[config.mk]
export PLATFORM = sky130hd
export DESIGN_NAME = iter_alu
export DESIGN_NICKNAME = d
export VERILOG_FILES = /design/src/rtl/iter_alu_pkg.sv /design/src/rtl/iter_alu_quick.sv /design/src/rtl/iter_alu_step.sv /design/src/rtl/iter_alu_count.sv /design/src/rtl/iter_alu.sv
export SDC_FILE = /design/constraint.sdc
export NUM_CORES = 1
export LEC_CHECK = 0
export ABC_AREA = 1
export BUFFER_PORTS_ARGS = -buffer_cell sky130_fd_sc_hd__buf_4
export CAP_MARGIN = 15
export CORE_UTILIZATION = 30
export CTS_CLUSTER_DIAMETER = 50
export DETAILED_ROUTE_END_ITERATION = 6
export HOLD_SLACK_MARGIN = 0.06
export MAX_ROUTING_LAYER = met4
export SYNTH_ARGS = -nofsm -noshare
export SYNTH_HDL_FRONTEND = slang
export SYNTH_SLANG_ARGS = --single-unit
[constraint.sdc]
create_clock -name clk_i -period 3.8 [get_ports clk_i]
set_clock_uncertainty 0.1 [all_clocks]
set_input_delay 0.76 -clock clk_i [delete_from_list [all_inputs] [get_ports clk_i]]
set_output_delay 0.76 -clock clk_i [all_outputs]
set_load 0.03 [all_outputs]
[src/rtl/iter_alu_pkg.sv]
package iter_alu_pkg;
  typedef enum logic [2:0] {
    OP_AND = 3'd0,
    OP_OR  = 3'd1,
    OP_XOR = 3'd2,
    OP_SHL = 3'd3,
    OP_SHR = 3'd4,
    OP_SAR = 3'd5,
    OP_ADD = 3'd6,
    OP_SUB = 3'd7
  } alu_op_e;

  typedef enum logic [1:0] {
    ST_IDLE  = 2'd0,
    ST_SHIFT = 2'd1,
    ST_DONE  = 2'd2
  } alu_st_e;

  function automatic logic is_shift(alu_op_e op);
    return (op == OP_SHL) || (op == OP_SHR) || (op == OP_SAR);
  endfunction
endpackage

[src/rtl/iter_alu_quick.sv]
module iter_alu_quick
  import iter_alu_pkg::*;
#(
  parameter int W = 32
) (
  input  logic [W-1:0] a_i,
  input  logic [W-1:0] b_i,
  input  alu_op_e      op_i,
  output logic [W-1:0] res_o
);
  always_comb begin
    unique case (op_i)
      OP_AND:  res_o = a_i & b_i;
      OP_OR:   res_o = a_i | b_i;
      OP_XOR:  res_o = a_i ^ b_i;
      OP_ADD:  res_o = a_i + b_i;
      OP_SUB:  res_o = a_i - b_i;
      default: res_o = '0;
    endcase
  end
endmodule

[src/rtl/iter_alu_step.sv]
module iter_alu_step
  import iter_alu_pkg::*;
#(
  parameter int W = 32
) (
  input  logic [W-1:0] work_i,
  input  alu_op_e      op_i,
  output logic [W-1:0] work_o
);
  always_comb begin
    unique case (op_i)
      OP_SHL:  work_o = {work_i[W-2:0], 1'b0};
      OP_SHR:  work_o = {1'b0, work_i[W-1:1]};
      OP_SAR:  work_o = {work_i[W-1], work_i[W-1:1]};
      default: work_o = work_i;
    endcase
  end
endmodule

[src/rtl/iter_alu_count.sv]
module iter_alu_count #(
  parameter int CW = 5
) (
  input  logic          clk_i,
  input  logic          rst_ni,
  input  logic          load_i,
  input  logic [CW-1:0] load_val_i,
  input  logic          dec_i,
  output logic [CW-1:0] cnt_o,
  output logic          zero_o
);
  logic [CW-1:0] cnt_q;

  always_ff @(posedge clk_i or negedge rst_ni) begin
    if (!rst_ni)     cnt_q <= '0;
    else if (load_i) cnt_q <= load_val_i;
    else if (dec_i && cnt_q != '0) cnt_q <= cnt_q - 1'b1;
  end

  assign cnt_o  = cnt_q;
  assign zero_o = (cnt_q == '0);

  // each step removes exactly one position
  assert_cnt_dec_R7: assert property (@(posedge clk_i) disable iff (!rst_ni)
    (dec_i && !load_i && !zero_o) |=> (cnt_o == $past(cnt_o) - 1'b1));
endmodule

[src/rtl/iter_alu.sv]
module iter_alu
  import iter_alu_pkg::*;
#(
  parameter int W  = 32,
  parameter int CW = $clog2(W)
) (
  input  logic          clk_i,
  input  logic          rst_ni,
  input  logic [W-1:0]  a_i,
  input  logic [W-1:0]  b_i,
  input  logic [2:0]    op_i,
  input  logic          req_i,
  output logic [W-1:0]  res_o,
  output logic          valid_o
);
  alu_st_e       st_q, st_d;
  alu_op_e       op_q, op_in;
  logic [W-1:0]  work_q, work_d, quick_res, step_res;
  logic [CW-1:0] cnt;
  logic          cnt_zero, cnt_load, cnt_dec, accept;

  assign op_in  = alu_op_e'(op_i);
  assign accept = (st_q == ST_IDLE) && req_i;

  iter_alu_quick #(.W(W)) u_quick (
    .a_i(a_i), .b_i(b_i), .op_i(op_in), .res_o(quick_res)
  );

  iter_alu_step #(.W(W)) u_step (
    .work_i(work_q), .op_i(op_q), .work_o(step_res)
  );

  assign cnt_load = accept && is_shift(op_in);
  assign cnt_dec  = (st_q == ST_SHIFT) && req_i && !cnt_zero;

  iter_alu_count #(.CW(CW)) u_count (
    .clk_i(clk_i), .rst_ni(rst_ni), .load_i(cnt_load),
    .load_val_i(b_i[CW-1:0]), .dec_i(cnt_dec),
    .cnt_o(cnt), .zero_o(cnt_zero)
  );

  always_comb begin
    st_d   = st_q;
    work_d = work_q;
    unique case (st_q)
      ST_IDLE: if (req_i) begin
        if (is_shift(op_in)) begin
          work_d = a_i;
          st_d   = ST_SHIFT;
        end else begin
          work_d = quick_res;
          st_d   = ST_DONE;
        end
      end
      ST_SHIFT: begin
        if (!req_i)        st_d   = ST_IDLE;
        else if (cnt_zero) st_d   = ST_DONE;
        else               work_d = step_res;
      end
      ST_DONE: if (!req_i) st_d = ST_IDLE;
      default: st_d = ST_IDLE;
    endcase
  end

  always_ff @(posedge clk_i or negedge rst_ni) begin
    if (!rst_ni) begin
      st_q   <= ST_IDLE;
      op_q   <= OP_AND;
      work_q <= '0;
    end else begin
      st_q   <= st_d;
      work_q <= work_d;
      if (accept) op_q <= op_in;
    end
  end

  assign res_o   = work_q;
  assign valid_o = (st_q == ST_DONE) || ((st_q == ST_SHIFT) && cnt_zero);

  // non-shift requests complete one cycle after acceptance
  assert_quick_lat_R1: assert property (@(posedge clk_i) disable iff (!rst_ni)
    (accept && !is_shift(op_in)) |=> valid_o);

  // result held while the request stays up
  assert_hold_R8: assert property (@(posedge clk_i) disable iff (!rst_ni)
    (valid_o && req_i) |=> (valid_o && $stable(res_o)));

  // dropping the request ends valid
  assert_drop_R8: assert property (@(posedge clk_i) disable iff (!rst_ni)
    (valid_o && !req_i) |=> !valid_o);

  // idle without request stays quiet
  assert_idle_R10: assert property (@(posedge clk_i) disable iff (!rst_ni)
    ((st_q == ST_IDLE) && !req_i) |=> !valid_o);

  // sign bit kept during arithmetic right shift
  assert_sar_sign_R5: assert property (@(posedge clk_i) disable iff (!rst_ni)
    ((st_q == ST_SHIFT) && (op_q == OP_SAR) && req_i) |=> $stable(work_q[W-1]));
endmodule

==> flow_summary.html <==
<table>
<tr><th>Metric</th><th>Value</th></tr>
<tr><th colspan="2">Synth</th></tr>
<tr><td>Proportion of synthesized chip area in sequential cells</td><td>14.12%</td></tr>
<tr><td>Largest area contributor in the netlist</td><td>sky130_fd_sc_hd__nand2_1</td></tr>
<tr><td>Post-Synthesis Cell Area</td><td>7443 sq um</td></tr>
<tr><td>Share of synthesized area spent on multiplexers</td><td>0.1513%</td></tr>
<tr><td>Net count after synthesis</td><td>1415</td></tr>
<tr><td>Top cells by count, synth</td><td>355 x sky130_fd_sc_hd__nand2_1, 205 x sky130_fd_sc_hd__inv_1, 114 x sky130_fd_sc_hd__nor2_1</td></tr>
<tr><td>Total number of yosys warnings</td><td>0</td></tr>
<tr><td>Number of flops mapped to enable cells by yosys</td><td>0</td></tr>
<tr><td>Most common flop cell mapped by yosys</td><td>sky130_fd_sc_hd__dfrtp_1</td></tr>
<tr><td>Top cell type's share of synthesized area</td><td>17.90%</td></tr>
<tr><td>Post-Synth Simple-Gate Area</td><td>33.30%</td></tr>
<tr><td>Synth top area cells</td><td>sky130_fd_sc_hd__nand2_1 18%, sky130_fd_sc_hd__ha_1 16%, sky130_fd_sc_hd__dfrtp_1 14%, sky130_fd_sc_hd__inv_1 10%, sky130_fd_sc_hd__o21ai_0 5.9%</td></tr>
<tr><td>Gate Count Post-Synth</td><td>1246</td></tr>
<tr><td>Dominant combinational cell family by area after synthesis</td><td>simple AND/OR/NAND/NOR gates</td></tr>
<tr><td>Avg Inst Size Synth</td><td>5.974 sq um</td></tr>
<tr><td>Post-Synth Adder-Cell Area</td><td>16.74%</td></tr>
<tr><td>Leading cell type by number of instances after synthesis</td><td>sky130_fd_sc_hd__nand2_1</td></tr>
<tr><td>Async SR Flop Fraction</td><td>100.0%</td></tr>
<tr><td>Post-synthesis register bit count</td><td>42</td></tr>
<tr><td>Share of the synthesized netlist area taken by xor and xnor gates</td><td>3.648%</td></tr>
<tr><td>Complex-gate fraction of the synthesized area</td><td>19.13%</td></tr>
<tr><td>Yosys cell types</td><td>50</td></tr>
<tr><th colspan="2">Global route</th></tr>
<tr><td>Sum of overflow across all layers after global routing</td><td>0</td></tr>
<tr><td>Number of global-route vias before repair</td><td>8017</td></tr>
<tr><td>Maximum number of pins on one net before global-route repair</td><td>47</td></tr>
<tr><td>Initial antenna violation count</td><td>0</td></tr>
<tr><td>All-layer global routing usage</td><td>21.76%</td></tr>
<tr><td>Wire length of the first global-routing pass</td><td>42610 um</td></tr>
<tr><th colspan="2">Clock network</th></tr>
<tr><td>CTS root buf</td><td>sky130_fd_sc_hd__clkbuf_16</td></tr>
<tr><td>Worst-skew pair later-pin latency</td><td>0.29 ns</td></tr>
<tr><td>Clock transition at the registers of the reported paths</td><td>0.06 ns</td></tr>
<tr><td>Max clock buf depth</td><td>2</td></tr>
<tr><td>Clock sink total</td><td>42</td></tr>
<tr><td>CTS tree</td><td>built</td></tr>
<tr><td>TritonCTS buffer count</td><td>5</td></tr>
<tr><td>H-tree lvl count</td><td>2</td></tr>
<tr><th colspan="2">Critical path</th></tr>
<tr><td>Required time of the worst setup path</td><td>3.87 ns</td></tr>
<tr><td>Startpoint kind of the worst setup timing path</td><td>primary input</td></tr>
<tr><td>Type of the worst setup path</td><td>primary input to flip-flop</td></tr>
<tr><td>WP data arrival</td><td>3.65 ns</td></tr>
<tr><td>Highest net fanout along the worst path</td><td>4</td></tr>
<tr><td>Critical path capture point type</td><td>flip-flop</td></tr>
<tr><th colspan="2">Power and ir drop</th></tr>
<tr><td>PwrDens</td><td>391.5 nW/um^2</td></tr>
<tr><td>Peak VDD IR</td><td>261.0 uV</td></tr>
<tr><td>Leakage power</td><td>5.212 nW</td></tr>
<tr><th colspan="2">Floorplanning</th></tr>
<tr><td>Placement Rows</td><td>57</td></tr>
<tr><td>DIE HEIGHT</td><td>159.5 um</td></tr>
<tr><td>Width of the die</td><td>159.5 um</td></tr>
<tr><td>Starting density of the core</td><td>30.61%</td></tr>
<tr><td>Floorplan core area</td><td>24320 sq um</td></tr>
<tr><td>Die footprint</td><td>25450 sq um</td></tr>
<tr><td>I/O pin total</td><td>103</td></tr>
<tr><th colspan="2">Drt</th></tr>
<tr><td>Number of detailed-route iterations in the first pass</td><td>5</td></tr>
<tr><td>Antenna-violating nets left</td><td>0</td></tr>
<tr><td>DR vias/cell</td><td>4.898</td></tr>
<tr><td>Number of vias after detailed routing</td><td>8454</td></tr>
<tr><td>DR WL/cell</td><td>15.65 um</td></tr>
<tr><td>Number of DRC markers after the initial detailed-route iteration</td><td>591</td></tr>
<tr><td>DRC violation count after routing</td><td>0</td></tr>
<tr><td>Total detailed-routing wirelength</td><td>27010 um</td></tr>
<tr><th colspan="2">Finish</th></tr>
<tr><td>End-of-flow core utilization</td><td>38.66%</td></tr>
<tr><td>Layout cell share with drive strength beyond 1</td><td>20.11%</td></tr>
<tr><td>Final Instance Area</td><td>9403 sq um</td></tr>
<tr><td>Net count, final</td><td>1571</td></tr>
<tr><td>Filler-free cell count of the finished design</td><td>1726</td></tr>
<tr><td>Synthesis-to-finish area growth</td><td>26.32%</td></tr>
<tr><td>Diode count</td><td>0</td></tr>
<tr><th colspan="2">STA</th></tr>
<tr><td>Final worst hold slack</td><td>0.3556 ns</td></tr>
<tr><td>Post-route setup slack</td><td>0.2218 ns</td></tr>
<tr><td>Tcrit/Tclk final</td><td>94.16%</td></tr>
<tr><td>Max Clk Rate</td><td>279.5 MHz</td></tr>
<tr><td>Setup violations, final</td><td>0</td></tr>
<tr><td>Number of hold-slack violations in the final timing report</td><td>0</td></tr>
<tr><td>Slew Limit Fails</td><td>0</td></tr>
<tr><td>Slew HR</td><td>39.88%</td></tr>
<tr><td>Period minus WS final</td><td>3.578 ns</td></tr>
<tr><td>Slew of the pin with the lowest slew margin</td><td>0.9017 ns</td></tr>
<tr><th colspan="2">Place</th></tr>
<tr><td>Placement-stage worst setup slack</td><td>-0.3366 ns</td></tr>
<tr><td>Post-DP Area</td><td>9070 sq um</td></tr>
<tr><td>Hpwl dp</td><td>21720 um</td></tr>
<tr><td>GPL Wtd Cong</td><td>0.9846</td></tr>
<tr><td>Number of input and output port buffers inserted</td><td>102</td></tr>
<tr><td>Placed Instances</td><td>1716</td></tr>
<tr><th colspan="2">Flow run</th></tr>
<tr><td>Max-cap viol count</td><td>0</td></tr>
<tr><th colspan="2">Status</th></tr>
<tr><td>Run status</td><td>complete, no violations</td></tr>
<tr><th colspan="2">Hold path</th></tr>
<tr><td>Type of the tightest min-delay check</td><td>primary input to async pin</td></tr>
</table>
## cell type report
cell class / instances / area [sq um]
Inverter: 210 / 788.3
Multi-Input combinational cell: 958 / 5609
Clock buffer: 5 / 125.1
Sequential cell: 42 / 1051
Fill cell: 2666 / 14920
Clock inverter: 2 / 10.01
Tap cell: 324 / 405.4
Timing Repair Buffer: 185 / 1414
## path summary, 6_finish.rpt
| check | from | depth (start not counted) | endpoint | slack [ns] |
|---|---|---|---|---|
| worst min register to register | op_q[2] | 2 | op_q[2] | 0.39 |
| worst max register to register | u_count.cnt_o[0] | 11 | res_o[29] | 1.21 |
| worst min-delay path | rst_ni | 1 | res_o[3] | 0.36 |
| max in group asynchronous | rst_ni | 1 | res_o[22] | 2.85 |
| min in group clk_i | op_q[2] | 2 | op_q[2] | 0.39 |
| worst max-delay path | b_i[3] | 27 | res_o[31] | 0.22 |
## report_power, final
group / internal (W) / switching (W)
clock network: 0.000238 / 0.000181
registers: 0.000660 / 0.000192
logic: 0.000891 / 0.00152
## routing by layer
layer | global-route usage (%) | wire, um | up-vias
met5 | - | 0 | -
met4 | 5.813 | 707 | 0
met3 | 2.006 | 1200 | 34
met2 | 36.26 | 12750 | 256
met1 | 28.03 | 12350 | 3852
li1 | - | - | 4312
## timing repair
action | in CTS | in global routing
pin swaps | 0 | 7
resized for setup | 1 | 55
setup endpoints to repair | 1 | 18
buffers inserted | 0 | 3
hold buffers | 0 | 0
cloned | 0 | 0
endpoints found under the hold margin | 0 | 0
## registers in the layout, summed over array words and instances, names as in the netlist
name	flops
op_q	3
st_q	2
u_count.cnt_o	5
res_o	32
## cell usage in the layout, fill, tap and decap left out, drive strengths merged, types with 3 or more instances in the layout
cell type and instances:
a211oi 11, a21boi 13, a21o 3, a21oi 70, a221oi 14, a31oi 6, buf 185, clkbuf 5
dfrtp 42, ha 98, inv 210, nand2 363, nand3 53, nand3b 13, nand4 4, nor2 121
nor3 14, o211ai 6, o21ai 98, o21bai 3, o221ai 4, o31ai 3, or2 14, xor2 30
## kinds of logic after synthesis
logic type / Yosys count
AO/OA/AOI/OAI: 241
XOR/XNOR: 31
adder cells (fa/ha/maj): 99
buffers and inverters: 246
flip-flops: 42
multiplexers: 1
AND/OR/NAND/NOR: 586
## critical path, cell delays in order
cell	delay (ns)
sky130_fd_sc_hd__buf_4	0.13
sky130_fd_sc_hd__nor2_1	0.10
sky130_fd_sc_hd__nand2_1	0.07
sky130_fd_sc_hd__nor2_2	0.15
sky130_fd_sc_hd__nand2_2	0.09
sky130_fd_sc_hd__nor2_4	0.16
sky130_fd_sc_hd__nand2_4	0.10
sky130_fd_sc_hd__nor3_4	0.26
sky130_fd_sc_hd__buf_4	0.14
sky130_fd_sc_hd__a21oi_1	0.06
sky130_fd_sc_hd__xor2_1	0.12
sky130_fd_sc_hd__inv_1	0.05
sky130_fd_sc_hd__ha_1	0.33
sky130_fd_sc_hd__buf_4	0.14
sky130_fd_sc_hd__nand2_1	0.10
sky130_fd_sc_hd__nor2_2	0.18
sky130_fd_sc_hd__nand2_1	0.10
sky130_fd_sc_hd__inv_1	0.06
sky130_fd_sc_hd__nand2_1	0.04
sky130_fd_sc_hd__nand2_1	0.08
sky130_fd_sc_hd__inv_1	0.05
sky130_fd_sc_hd__nand2_1	0.05
sky130_fd_sc_hd__nand2_1	0.04
sky130_fd_sc_hd__nand3_1	0.07
sky130_fd_sc_hd__nand2_1	0.05
sky130_fd_sc_hd__nand2_1	0.06
sky130_fd_sc_hd__a21oi_1	0.06
## per-stage QoR
stage / total power [W] / setup TNS (ns)
floorplan: 0.002335 / 0
finish: 0.003681 / 0
detailed placement: 0.003217 / -2.951
global route: 0.003996 / -0.01044
global placement: 0.003202 / -2.968
CTS: 0.003653 / 0
Power figures use the tool's default switching activity.
